$ cat config.mk
export PLATFORM = sky130hd
export DESIGN_NAME = tree_sum_engine
export DESIGN_NICKNAME = d
export VERILOG_FILES = /design/src/rtl/tree_sum_pkg.sv /design/src/rtl/tree_sum_ctrl.sv /design/src/rtl/tree_sum_array.sv /design/src/rtl/tree_sum_engine.sv
export SDC_FILE = /design/constraint.sdc
export NUM_CORES = 1
export LEC_CHECK = 0
export BUFFER_PORTS_ARGS = -buffer_cell sky130_fd_sc_hd__buf_2
export CAP_MARGIN = 20
export CORE_UTILIZATION = 58
export DETAILED_ROUTE_END_ITERATION = 8
export PLACE_DENSITY = 0.79
export SLEW_MARGIN = 20
export SYNTH_ARGS = -nofsm -noshare
export SYNTH_HDL_FRONTEND = slang
export SYNTH_SLANG_ARGS = --single-unit
$ cat constraint.sdc
create_clock -name clk -period 5.4 [get_ports clk]
set_input_delay 0.81 -clock clk [delete_from_list [all_inputs] [get_ports clk]]
set_output_delay 0.81 -clock clk [all_outputs]
set_load 0.01 [all_outputs]
$ cat src/rtl/tree_sum_pkg.sv
package tree_sum_pkg;
   typedef enum logic [1:0] {
      PH_IDLE     = 2'd0,
      PH_COMBINE  = 2'd1,
      PH_STORE    = 2'd2,
      PH_FINISHED = 2'd3
   } phase_t;

   function automatic int total_steps(input int levels);
      return levels + 2;
   endfunction
endpackage

$ cat src/rtl/tree_sum_ctrl.sv
module tree_sum_ctrl
   import tree_sum_pkg::*;
#(
   parameter int LEVELS = 3,
   parameter int RW     = 2,
   parameter int CW     = 3
) (
   input  logic          clk,
   input  logic          rst_n,
   input  logic          start,
   output logic          copy_en,
   output logic          comb_en,
   output logic          store_en,
   output logic [RW-1:0] round,
   output logic          finished,
   output logic [CW-1:0] steps
);
   phase_t phase_q;
   logic   accept;

   // A new run may begin only from rest or after a finished run
   assign accept   = start && (phase_q == PH_IDLE || phase_q == PH_FINISHED);
   assign copy_en  = accept;
   assign comb_en  = (phase_q == PH_COMBINE);
   assign store_en = (phase_q == PH_STORE);
   assign finished = (phase_q == PH_FINISHED);

   always_ff @(posedge clk or negedge rst_n) begin
      if (!rst_n) begin
         phase_q <= PH_IDLE;
         round   <= RW'(1);
         steps   <= '0;
      end else begin
         unique case (phase_q)
            PH_IDLE, PH_FINISHED: begin
               if (accept) begin
                  phase_q <= PH_COMBINE;
                  round   <= RW'(1);
                  steps   <= CW'(1);
               end
            end
            PH_COMBINE: begin
               steps <= steps + CW'(1);
               if (round == RW'(LEVELS)) phase_q <= PH_STORE;
               else                      round   <= round + RW'(1);
            end
            PH_STORE: begin
               steps   <= steps + CW'(1);
               phase_q <= PH_FINISHED;
            end
            default: phase_q <= PH_IDLE;
         endcase
      end
   end
endmodule

$ cat src/rtl/tree_sum_array.sv
module tree_sum_array #(
   parameter int N  = 8,
   parameter int W  = 16,
   parameter int RW = 2
) (
   input  logic           clk,
   input  logic           copy_en,
   input  logic           comb_en,
   input  logic [RW-1:0]  round,
   input  logic [N*W-1:0] vec_in,
   output logic [W-1:0]   head
);
   logic [W-1:0] slot_q [N];

   for (genvar i = 0; i < N; i++) begin : g_slot
      logic [W-1:0] q;
      assign slot_q[i] = q;
      if (i < N/2) begin : g_lane
         // 0-based lane i covers 1-based slots 2i+1 and 2i+2
         logic active;
         assign active = (i < (N >> round));
         always_ff @(posedge clk) begin
            if (copy_en)               q <= vec_in[i*W +: W];
            else if (comb_en && active) q <= slot_q[2*i] + slot_q[2*i+1];
         end
      end else begin : g_tail
         always_ff @(posedge clk) begin
            if (copy_en) q <= vec_in[i*W +: W];
         end
      end
   end

   assign head = slot_q[0];
endmodule

$ cat src/rtl/tree_sum_engine.sv
module tree_sum_engine #(
   parameter int N  = 8,
   parameter int W  = 16,
   localparam int LEVELS = $clog2(N),
   localparam int RW     = $clog2(LEVELS + 1),
   localparam int CW     = $clog2(LEVELS + 3)
) (
   input  logic           clk,
   input  logic           rst_n,
   input  logic           start,
   input  logic [N*W-1:0] vec_in,
   output logic [W-1:0]   sum,
   output logic           done,
   output logic [CW-1:0]  step_count
);
   if (N < 2 || N > 64 || (N & (N - 1)) != 0) begin : g_bad_n
      $error("tree_sum_engine: N must be a power of two from 2 to 64");
   end
   if (W < 1) begin : g_bad_w
      $error("tree_sum_engine: W must be at least 1");
   end

   logic          copy_en, comb_en, store_en, finished;
   logic [RW-1:0] round;
   logic [W-1:0]  head;
   logic [W-1:0]  sum_q;

   tree_sum_ctrl #(.LEVELS(LEVELS), .RW(RW), .CW(CW)) u_ctrl (
      .clk      (clk),
      .rst_n    (rst_n),
      .start    (start),
      .copy_en  (copy_en),
      .comb_en  (comb_en),
      .store_en (store_en),
      .round    (round),
      .finished (finished),
      .steps    (step_count)
   );

   tree_sum_array #(.N(N), .W(W), .RW(RW)) u_array (
      .clk     (clk),
      .copy_en (copy_en),
      .comb_en (comb_en),
      .round   (round),
      .vec_in  (vec_in),
      .head    (head)
   );

   // Only slot one feeds the result register, at the store step
   always_ff @(posedge clk or negedge rst_n) begin
      if (!rst_n)        sum_q <= '0;
      else if (store_en) sum_q <= head;
   end

   assign sum  = sum_q;
   assign done = finished;
endmodule

==> results.py <==
metrics = {
    "sta": {
        "fmax_mhz": 289,
        "period_needed_ps": 3460,
        "finalMaxSlewViolations": 0,
        "slew_headroom_pct": 39.6,
        "worst_pin_slew_ps": 903,
        "tns_ps": 0,
        "fin_skew_ps": 6.22,
        "fin_crit_sh_pct": 64.1,
        "setup_viol": 0,
        "rsz0062_at_grt": "no",
        "hold_violations": 0,
    },
    "floorplan": {
        "ios": 151,
        "die_width_um": 123,
        "coreArea_sq_um": 14100,
        "dieHeight_um": 123,
        "die-area_sq_um": 15200,
        "rows": 43,
        "start_util_pct": 60.3,
    },
    "global_routing": {
        "grt_max_degree": 84,
        "grt_first_pass_wirelength_mm": 29.4,
        "track_usage_pct": 25.6,
        "antenna_found_initial": 0,
        "overflow": 0,
        "grt_pass1_vias": 6314,
    },
    "pwr": {
        "ir_drop_v": 0.000308,
        "powerDensity_nw_per_um2": 759,
        "finalPower_mw": 7.59,
        "p_leak_nw": 4.15,
    },
    "synth": {
        "synthSimpleGateAreaFrac_pct": 9.97,
        "synthFlopType": "edfxtp_1",
        "synthAdderAreaFrac_pct": 11.2,
        "yosysSeqAreaShare_pct": 52.0,
        "synth_nets": 962,
        "synth_area_sq_um": 8510,
        "async_reset_ff_share_pct": 15.2,
        "avgSynthCellArea_sq_um": 11.2,
        "synth_edf_count": 128,
        "ys_warn_count": 0,
        "muxShareOfSynthArea_pct": 2.59,
        "syn_inst": 757,
        "ys_seq_elements": 151,
        "synth_compound_area_share_pct": 17.5,
        "synth_top_family_by_area": "compound AO/OA/AOI/OAI gates",
        "synth_xor_area_share_pct": 4.74,
        "ys_types": 62,
    },
    "clock_network": {
        "cts_tree": "done",
        "cts_resized": 0,
        "postCtsSetupBuffers": 0,
        "clk_latency_ps": 420,
        "clockBufferDepth": 2,
        "hold_buffers": 0,
        "clk_pin_slew_ps": 60,
        "cts.htree.levels": 4,
        "cts_root_buf": "clkbuf_16",
        "cts_buffers": 17,
        "cts.sinks": 151,
    },
    "hold_path": {
        "hold_class": "in2async",
    },
    "layout": {
        "mostFrequentLayoutCell": "buf_2",
        "nets": 1109,
        "nFillCells": 1008,
        "area_growth_pct": 17.6,
        "antennaDiodeCount": 0,
        "drive_above_1_share_pct": 24.1,
        "final_util_pct": 70.9,
        "final_cell_mix": "150 x buf_2, 128 x edfxtp_1, 89 x nand2_1",
        "layout.cells.non_filler": 1097,
    },
    "drt": {
        "first_pass_iters": 6,
        "first_iter_violations": 507,
        "via_per_inst": 5.85,
        "via_count": 6420,
        "wl_mm": 18.1,
        "ant_nets": 0,
        "dr_wl_met2_mm": 8.79,
        "highest_layer": "met4",
        "drc": 0,
        "routedWlPerCell_um": 16.5,
        "wl_met1_mm": 7.68,
        "wl_met3_mm": 1.01,
    },
    "critical_path": {
        "crit_family": "buffers and inverters",
        "required_ps": 5450,
        "worstPathCellList": "inv_1, ha_1, nand2_2, inv_4, buf_4",
        "critPathKind": "reg2reg",
        "critPathLaunch": "u_ctrl.phase_q[0]",
        "critPathMaxFanout": 83,
        "cp_slowest_cell": "inv_4",
        "arrival_ps": 3520,
        "cp-end-kind": "flop",
        "slowest_delay_ps": 860,
        "critical_path_buf_inv_count": 3,
        "start_kind": "flop",
        "r2r_start": "u_ctrl.phase_q[0]",
    },
    "placed_design": {
        "io_buffer_count": 150,
        "dp_hpwl_mm": 13.5,
        "place.gp.congestion": 0.961,
        "placed_cells": 1065,
    },
    "outcome": {
        "status": "completed",
    },
    "job": {
        "drv_cap": 0,
    },
}
[power breakdown]
part / total, mW / internal [mW] / switching, mW
clock: 1.20 / 0.730 / 0.468
combinational: 4.04 / 1.65 / 2.39
sequential: 2.36 / 2.12 / 0.243
[flip-flops by register name (all words and copies together) (netlist names)]
name and count:
u_array.head 16, sum 16, u_ctrl.steps 3, u_ctrl.round 2, u_array.g_slot.q 112, u_ctrl.phase_q 2
[area by class of cell]
class / instances / area [sq um] / share of cell area [%]
tap: 180 / 225 / 2.25
sequential: 151 / 4420 / 44.2
multi-input combinational: 564 / 3920 / 39.2
clock buffer: 18 / 429 / 4.29
timing repair buffer: 152 / 766 / 7.66
inverter: 18 / 70.1 / 0.701
clock inverter: 14 / 173 / 1.73
[layer usage]
metal,GRT usage [%],vias up
met5,0,-
met3,4.15,39
met2,43.0,258
met1,32.4,2996
met4,12.0,0
li1,-,3127
[kinds of logic (layout without fill, tap and decap cells)]
kind of cell	count (synthesis)	count (layout)
AO/OA/AOI/OAI	229	229
AND/OR/NAND/NOR	195	195
flip-flops	151	151
adder cells (fa/ha/maj)	74	74
XOR/XNOR	46	46
buffers and inverters	42	202
multiplexers	20	20
[cells in the mapped netlist (3+ instances only)]
cell / n / area share [%]
mux2_2: 16 / 2.1
a31oi_1: 4 / 0.29
buf_2: 11 / 0.65
a211oi_2: 3 / 0.44
o21ai_1: 20 / 1.2
dfrtp_1: 22 / 6.5
o21a_1: 9 / 0.79
fa_1: 4 / 0.94
nor3_1: 11 / 0.65
and3_1: 4 / 0.29
mux2i_1: 4 / 0.47
o22a_1: 3 / 0.31
o21ai_0: 36 / 2.1
nor3b_1: 4 / 0.35
clkbuf_1: 12 / 0.53
nand2b_1: 7 / 0.51
nand2_1: 90 / 4.0
a21oi_1: 74 / 4.4
nand3_1: 10 / 0.59
o21ai_2: 3 / 0.31
nor2b_1: 4 / 0.29
inv_1: 17 / 0.75
a211oi_1: 16 / 1.4
xor2_1: 17 / 1.8
o211ai_1: 7 / 0.62
o21bai_1: 7 / 0.62
nor2_1: 55 / 2.4
ha_1: 70 / 10
o31ai_1: 6 / 0.53
edfxtp_1: 128 / 45
a21o_1: 13 / 1.1
xnor2_1: 29 / 3.0
o221ai_1: 3 / 0.31
[stage by stage]
stage	setup slack, ps	hold slack (ps)	area, sq um
final	1940	368	10000
after global routing	1560	410	10000
after detailed placement	1960	490	9400
after floorplan	2740	488	8510
after global placement	2070	487	9400
after CTS	1940	377	10000
[worst paths after layout]
| kind | end | slack [ps] | cells after the start |
|---|---|---|---|
| max | u_array.g_slot[5].q[8] | 1940 | 5 |
| min | sum[1] | 370 | 1 |
| max reg2reg | u_array.g_slot[5].q[8] | 1940 | 5 |
| min reg2reg | sum[10] | 500 | 1 |
| max in group asynchronous | u_ctrl.round[0] | 4670 | 1 |
| min in group clk | sum[10] | 500 | 1 |
(Power assumes the default switching activity.)
